===== config.mk =====
export PLATFORM = sky130hd
export DESIGN_NAME = pc_branch_unit
export DESIGN_NICKNAME = d
export VERILOG_FILES = /design/src/rtl/pbu_pkg.sv /design/src/rtl/pbu_rel_target.sv /design/src/rtl/pbu_flag_cond.sv /design/src/rtl/pbu_skip_test.sv /design/src/rtl/pc_branch_unit.sv
export SDC_FILE = /design/constraint.sdc
export NUM_CORES = 1
export LEC_CHECK = 0
export ABC_AREA = 0
export BUFFER_PORTS_ARGS = -buffer_cell sky130_fd_sc_hd__buf_2
export CAP_MARGIN = 20
export CORE_ASPECT_RATIO = 0.6
export CORE_MARGIN = 5
export CORE_UTILIZATION = 50
export DETAILED_ROUTE_END_ITERATION = 16
export GPL_TIMING_DRIVEN = 0
export PLACE_DENSITY = 0.88
export RECOVER_POWER = 100
export SLEW_MARGIN = 20
export SYNTH_ARGS = -nofsm -noshare
export SYNTH_HDL_FRONTEND = slang
export SYNTH_SLANG_ARGS = --single-unit

===== constraint.sdc =====
create_clock -name clk_i -period 6.7 [get_ports clk_i]
set_input_delay 1.34 -clock clk_i [delete_from_list [all_inputs] [get_ports clk_i]]
set_output_delay 1.34 -clock clk_i [all_outputs]
set_load 0.02 [all_outputs]

===== src/rtl/pbu_pkg.sv =====
package pbu_pkg;
  typedef enum logic [3:0] {
    CLS_SEQ   = 4'd0,
    CLS_BCOND = 4'd1,
    CLS_BRA   = 4'd2,
    CLS_RCALL = 4'd3,
    CLS_GOTO  = 4'd4,
    CLS_CALL  = 4'd5,
    CLS_SKIP  = 4'd6
  } pbu_cls_e;

  typedef enum logic [3:0] {
    SK_EQ    = 4'd0,
    SK_GT    = 4'd1,
    SK_LT    = 4'd2,
    SK_ZERO  = 4'd3,
    SK_BCLR  = 4'd4,
    SK_BSET  = 4'd5,
    SK_INCZ  = 4'd6,
    SK_INCNZ = 4'd7,
    SK_DECZ  = 4'd8,
    SK_DECNZ = 4'd9
  } pbu_skip_e;
endpackage


===== src/rtl/pbu_rel_target.sv =====
module pbu_rel_target #(
  parameter int PC_W  = 21,
  parameter int OFS_W = 11
) (
  input  logic [PC_W-1:0]  pc_i,
  input  logic [OFS_W-1:0] off_i,
  output logic [PC_W-1:0]  tgt_o
);
  localparam int EXT_W = PC_W - OFS_W - 1;

  logic [PC_W-1:0] byte_ofs;

  // word offset -> byte offset, sign extended to PC width
  assign byte_ofs = {{EXT_W{off_i[OFS_W-1]}}, off_i, 1'b0};
  assign tgt_o    = pc_i + PC_W'(2) + byte_ofs;
endmodule


===== src/rtl/pbu_flag_cond.sv =====
module pbu_flag_cond (
  input  logic [3:0] flags_i,
  input  logic [2:0] cond_i,
  output logic       taken_o
);
  // cond_i[2:1] picks the flag, cond_i[0] inverts the sense
  assign taken_o = flags_i[cond_i[2:1]] ^ cond_i[0];
endmodule


===== src/rtl/pbu_skip_test.sv =====
module pbu_skip_test import pbu_pkg::*; #(
  parameter int DATA_W = 8
) (
  input  logic [3:0]                kind_i,
  input  logic [DATA_W-1:0]         file_i,
  input  logic [DATA_W-1:0]         wreg_i,
  input  logic [$clog2(DATA_W)-1:0] bit_sel_i,
  output logic                      skip_o
);
  logic [DATA_W-1:0] inc_v, dec_v;
  logic              sel_bit;

  assign inc_v   = file_i + DATA_W'(1);
  assign dec_v   = file_i - DATA_W'(1);
  assign sel_bit = file_i[bit_sel_i];

  always_comb begin
    unique case (pbu_skip_e'(kind_i))
      SK_EQ:    skip_o = (file_i == wreg_i);
      SK_GT:    skip_o = (file_i > wreg_i);
      SK_LT:    skip_o = (file_i < wreg_i);
      SK_ZERO:  skip_o = (file_i == '0);
      SK_BCLR:  skip_o = !sel_bit;
      SK_BSET:  skip_o = sel_bit;
      SK_INCZ:  skip_o = (inc_v == '0);
      SK_INCNZ: skip_o = (inc_v != '0);
      SK_DECZ:  skip_o = (dec_v == '0);
      SK_DECNZ: skip_o = (dec_v != '0);
      default:  skip_o = 1'b0;
    endcase
  end
endmodule


===== src/rtl/pc_branch_unit.sv =====
module pc_branch_unit import pbu_pkg::*; #(
  parameter int PC_W        = 21,
  parameter int ABS_W       = 20,
  parameter int LOFS_W      = 11,
  parameter int SOFS_W      = 8,
  parameter int DATA_W      = 8,
  parameter bit SHARE_ADDER = 1'b1
) (
  input  logic                      clk_i,
  input  logic                      rst_ni,
  input  logic                      valid_i,
  input  logic [PC_W-1:0]           pc_i,
  input  logic [3:0]                cls_i,
  input  logic                      two_word_i,
  input  logic [2:0]                cond_i,
  input  logic [LOFS_W-1:0]         off_i,
  input  logic [ABS_W-1:0]          abs_i,
  input  logic [3:0]                flags_i,
  input  logic [3:0]                skip_kind_i,
  input  logic [DATA_W-1:0]         file_i,
  input  logic [DATA_W-1:0]         wreg_i,
  input  logic [$clog2(DATA_W)-1:0] bit_sel_i,
  output logic [PC_W-1:0]           next_pc_o,
  output logic                      redirect_o,
  output logic                      skip_o,
  output logic                      squash_o,
  output logic                      bubble_o
);
  localparam int SEXT_W = LOFS_W - SOFS_W;

  pbu_cls_e        cls;
  logic            skip_pend_q, bubble_q;
  logic            active, live;
  logic            cond_taken, skip_hit;
  logic [PC_W-1:0] rel_tgt, abs_tgt, seq_pc;

  assign cls     = pbu_cls_e'(cls_i);
  assign active  = valid_i && !bubble_q;
  assign live    = active && !skip_pend_q;
  assign abs_tgt = {abs_i, 1'b0};
  assign seq_pc  = pc_i + (two_word_i ? PC_W'(4) : PC_W'(2));

  pbu_flag_cond u_cond (
    .flags_i (flags_i),
    .cond_i  (cond_i),
    .taken_o (cond_taken)
  );

  pbu_skip_test #(.DATA_W(DATA_W)) u_skip (
    .kind_i    (skip_kind_i),
    .file_i    (file_i),
    .wreg_i    (wreg_i),
    .bit_sel_i (bit_sel_i),
    .skip_o    (skip_hit)
  );

  generate
    if (SHARE_ADDER) begin : g_shared
      logic [LOFS_W-1:0] off_sel;
      assign off_sel = (cls == CLS_BCOND)
                     ? {{SEXT_W{off_i[SOFS_W-1]}}, off_i[SOFS_W-1:0]}
                     : off_i;
      pbu_rel_target #(.PC_W(PC_W), .OFS_W(LOFS_W)) u_tgt (
        .pc_i  (pc_i),
        .off_i (off_sel),
        .tgt_o (rel_tgt)
      );
    end else begin : g_split
      logic [PC_W-1:0] tgt_s, tgt_l;
      pbu_rel_target #(.PC_W(PC_W), .OFS_W(SOFS_W)) u_tgt_s (
        .pc_i  (pc_i),
        .off_i (off_i[SOFS_W-1:0]),
        .tgt_o (tgt_s)
      );
      pbu_rel_target #(.PC_W(PC_W), .OFS_W(LOFS_W)) u_tgt_l (
        .pc_i  (pc_i),
        .off_i (off_i),
        .tgt_o (tgt_l)
      );
      assign rel_tgt = (cls == CLS_BCOND) ? tgt_s : tgt_l;
    end
  endgenerate

  always_comb begin
    redirect_o = 1'b0;
    skip_o     = 1'b0;
    next_pc_o  = pc_i;
    if (active) begin
      next_pc_o = seq_pc;
      if (live) begin
        case (cls)
          CLS_BCOND: if (cond_taken) begin
            redirect_o = 1'b1;
            next_pc_o  = rel_tgt;
          end
          CLS_BRA, CLS_RCALL: begin
            redirect_o = 1'b1;
            next_pc_o  = rel_tgt;
          end
          CLS_GOTO, CLS_CALL: begin
            redirect_o = 1'b1;
            next_pc_o  = abs_tgt;
          end
          CLS_SKIP: skip_o = skip_hit;
          default: ;
        endcase
      end
    end
  end

  assign squash_o = active && skip_pend_q;
  assign bubble_o = bubble_q;

  always_ff @(posedge clk_i or negedge rst_ni) begin
    if (!rst_ni) begin
      skip_pend_q <= 1'b0;
      bubble_q    <= 1'b0;
    end else begin
      bubble_q <= redirect_o;
      if (active) skip_pend_q <= skip_o;
    end
  end
endmodule


==> flow_metrics.tcl <==
set metrics [dict create \
    synth_nets 507 \
    rows 20 \
    whs_ns 0.540 \
    hold_depth 2 \
    netlist_instances 368 \
    area_growth_pct 24.8 \
    ys_seq_area_share_pct 1.91 \
    die_x_um 103 \
    cts_tree "done" \
    ys_dominant_reg_cell "dfrtp_1" \
    via_count 3419 \
    fillers 485 \
    crit_type "input port to output port" \
    drt-pass1-iter-count 5 \
    cp_max_fo 10 \
    wirelength_um 9460 \
    powerDensity_nw_per_um2 108 \
    yosysWarnings 0 \
    required_ns 5.36 \
    hold_class "flop to flop" \
    synth_edf_count 0 \
    hold_buffers 0 \
    finalHoldViolCount 0 \
    io_pins 115 \
    yosys_register_bits 2 \
    cts_setup_buffers 0 \
    h-tree-depth 1 \
    die_area_um2 6830 \
    pwr-share-clk_pct 13.7 \
    p_leak_nw 1.57 \
    wl_per_cell_um 17.2 \
    track_usage_pct 26.8 \
    grt_antenna_before_repair 0 \
    drv_slew 0 \
    fin_crit_sh_pct 95.5 \
    viasPerCell 6.21 \
    clockRootBuffer "clkbuf_8" \
    dp_hpwl_um 7930 \
    layout-drive-gt1-share_pct 21.6 \
    synth.largest_area_cell "ha_1" \
    async_flop_share_pct 100 \
    insertion_delay_ns 0.21 \
    n_antenna_cell 0 \
    cts_sinks 2 \
    pwr-share-comb_pct 82.6 \
    skew_ns 0.000874 \
    clock.fmax_mhz 156 \
    numCtsBuffers 3 \
    globalplace.congestion 0.952 \
    grt_max_degree 11 \
    crit_path_start_kind "input port" \
    synth.avg_cell_area_um2 7.11 \
    status "finished, final reports clean" \
    ys_top_cells_by_count "47 x ha_1, 35 x nand2_1, 34 x a21oi_1, 33 x nor2_1, 23 x inv_1" \
    setup_tns_ns 0 \
    synth_cell_types 59 \
    cts-resized-gates 0 \
    drt_iter0_drc 429 \
    setup_viol 0 \
    cp-end-kind "output port" \
    synth_top_area_share_pct 22.5 \
    grt_remaining_overflow 0 \
    synthTopCellsByArea "ha_1 22%, a21oi_1 6.5%, nand2_1 5.0%, nor2_1 4.7%, xnor2_1 4.7%" \
    min_period_ns 6.40 \
    relSlewSlack_pct 44.9 \
    yosysMostFrequentCell "ha_1" \
    drv_cap 0 \
    syn_area_um2 2620 \
    drc 0 \
    core_um2 5050 \
    rsz0062_at_grt "no" \
    ant_nets 0 \
    nets 626 \
    p_switching_w 0.000184 \
    max-vdd-ir-drop_mv 0.146 \
    switching_share_pct 52.4 \
    first_global_vias 3150 \
    grt_pass1_wl_um 14700 \
    worst_pin_slew_ns 0.824 \
    port_buffers 114 \
    die_h_um 66.0 \
    clk_path_buf_depth 2 \
    initial_core_util_pct 51.8 \
    path_clk_slew_ns 0.03 \
    seqPwrFrac_pct 3.7 \
    cp.arrival_ns 5.06 \
    r2r_cells 4 \
    power.internal_w 0.000167 \
    final_util_pct 64.6 \
]
-- final timing paths --
check / slack (ns) / to / start
setup / recovery: 0.30 / next_pc_o[19] / cls_i[0]
hold / removal: 0.54 / skip_pend_q$_DFFE_PN0P_ / skip_pend_q$_DFFE_PN0P_
setup reg to reg: 4.77 / skip_pend_q$_DFFE_PN0P_ / bubble_o$_DFF_PN0_
hold reg to reg: 0.54 / skip_pend_q$_DFFE_PN0P_ / skip_pend_q$_DFFE_PN0P_
max in group asynchronous: 5.67 / skip_pend_q$_DFFE_PN0P_ / rst_ni
min in group asynchronous: 0.91 / bubble_o$_DFF_PN0_ / rst_ni
-- cell families (layout without fill, tap and decap cells) --
logic type                 count (synthesis)  in the layout  synth area share [%]
AOI/OAI and AO/OA                        119            119                  31.0
xor gates and xnor gates                  25             25                  8.37
adders and majority gates                 49             49                  24.0
buffers and inverters                     34            151                  5.64
DFF                                        2              2                  1.91
muxes                                      4              4                  3.30
and+or+nand+nor                          135            135                  25.8
-- cell usage in the layout (no fill, tap or decap), types with 6 or more instances in the layout --
cell,n
nor2b_1,6
buf_2,92
inv_1,23
xor2_1,11
ha_1,47
o211ai_1,6
nand3_1,15
nand2_1,35
a21oi_1,34
xnor2_1,14
nand2b_1,7
a21o_1,8
nor3_1,8
o21ai_0,18
a221oi_1,9
nor2_1,33
clkbuf_1,32
-- flip-flops by register name, summed over array words and instances, names as in the netlist --
register,count
bubble_o,1
skip_pend_q,1
-- per-layer routing --
layer	GRT usage, %	up-vias	part of all wire, %
li1	-	1638	-
met3	4.85	12	13
met1	38.1	1530	43
met4	5.98	0	0.87
met5	0	-	0
met2	41.6	239	43
-- through the flow --
stage	cell area [µm²]	power [W]	cells	setup slack [ns]
floorplan	2620	0.000205	368	0.981
finish	3270	0.000352	551	0.302
global route	3270	0.000383	551	0.0813
detailed placement	3270	0.000301	548	0.406
global placement	3270	0.000295	548	0.420
CTS	3310	0.000352	551	0.399
-- power by group through the flow --
stage / clock, W / combinational (W) / sequential [W]
2_1_floorplan: 0 / 0.000192 / 0.0000134
3_3_place_gp: 0 / 0.000282 / 0.0000130
4_1_cts: 0.0000498 / 0.000289 / 0.0000129
3_5_place_dp: 0 / 0.000288 / 0.0000130
6_report: 0.0000483 / 0.000290 / 0.0000129
5_1_grt: 0.0000516 / 0.000318 / 0.0000130
-- critical path: stages --
cell,delay [ns]
buf_2,0.09
inv_1,0.06
or4_1,0.56
nand2_1,0.09
nand2_1,0.28
ha_1,0.40
ha_1,0.38
nand3_1,0.20
nor2_1,0.07
a211oi_1,0.27
o41ai_2,0.19
or4bb_1,0.52
a31o_2,0.26
o221ai_1,0.07
clkbuf_1,0.26
-- final cells by class --
cell class | count | area [µm²] | share of cell area (%)
repair buffers | 114 | 543 | 16.6
inverters | 23 | 86.3 | 2.64
clock buffers | 3 | 41.3 | 1.26
well taps | 66 | 82.6 | 2.53
flip-flops and latches | 2 | 50.0 | 1.53
multi-input cells | 332 | 2410 | 73.9
plain buffers | 11 | 48.8 | 1.49
Power figures use the tool's default switching activity.
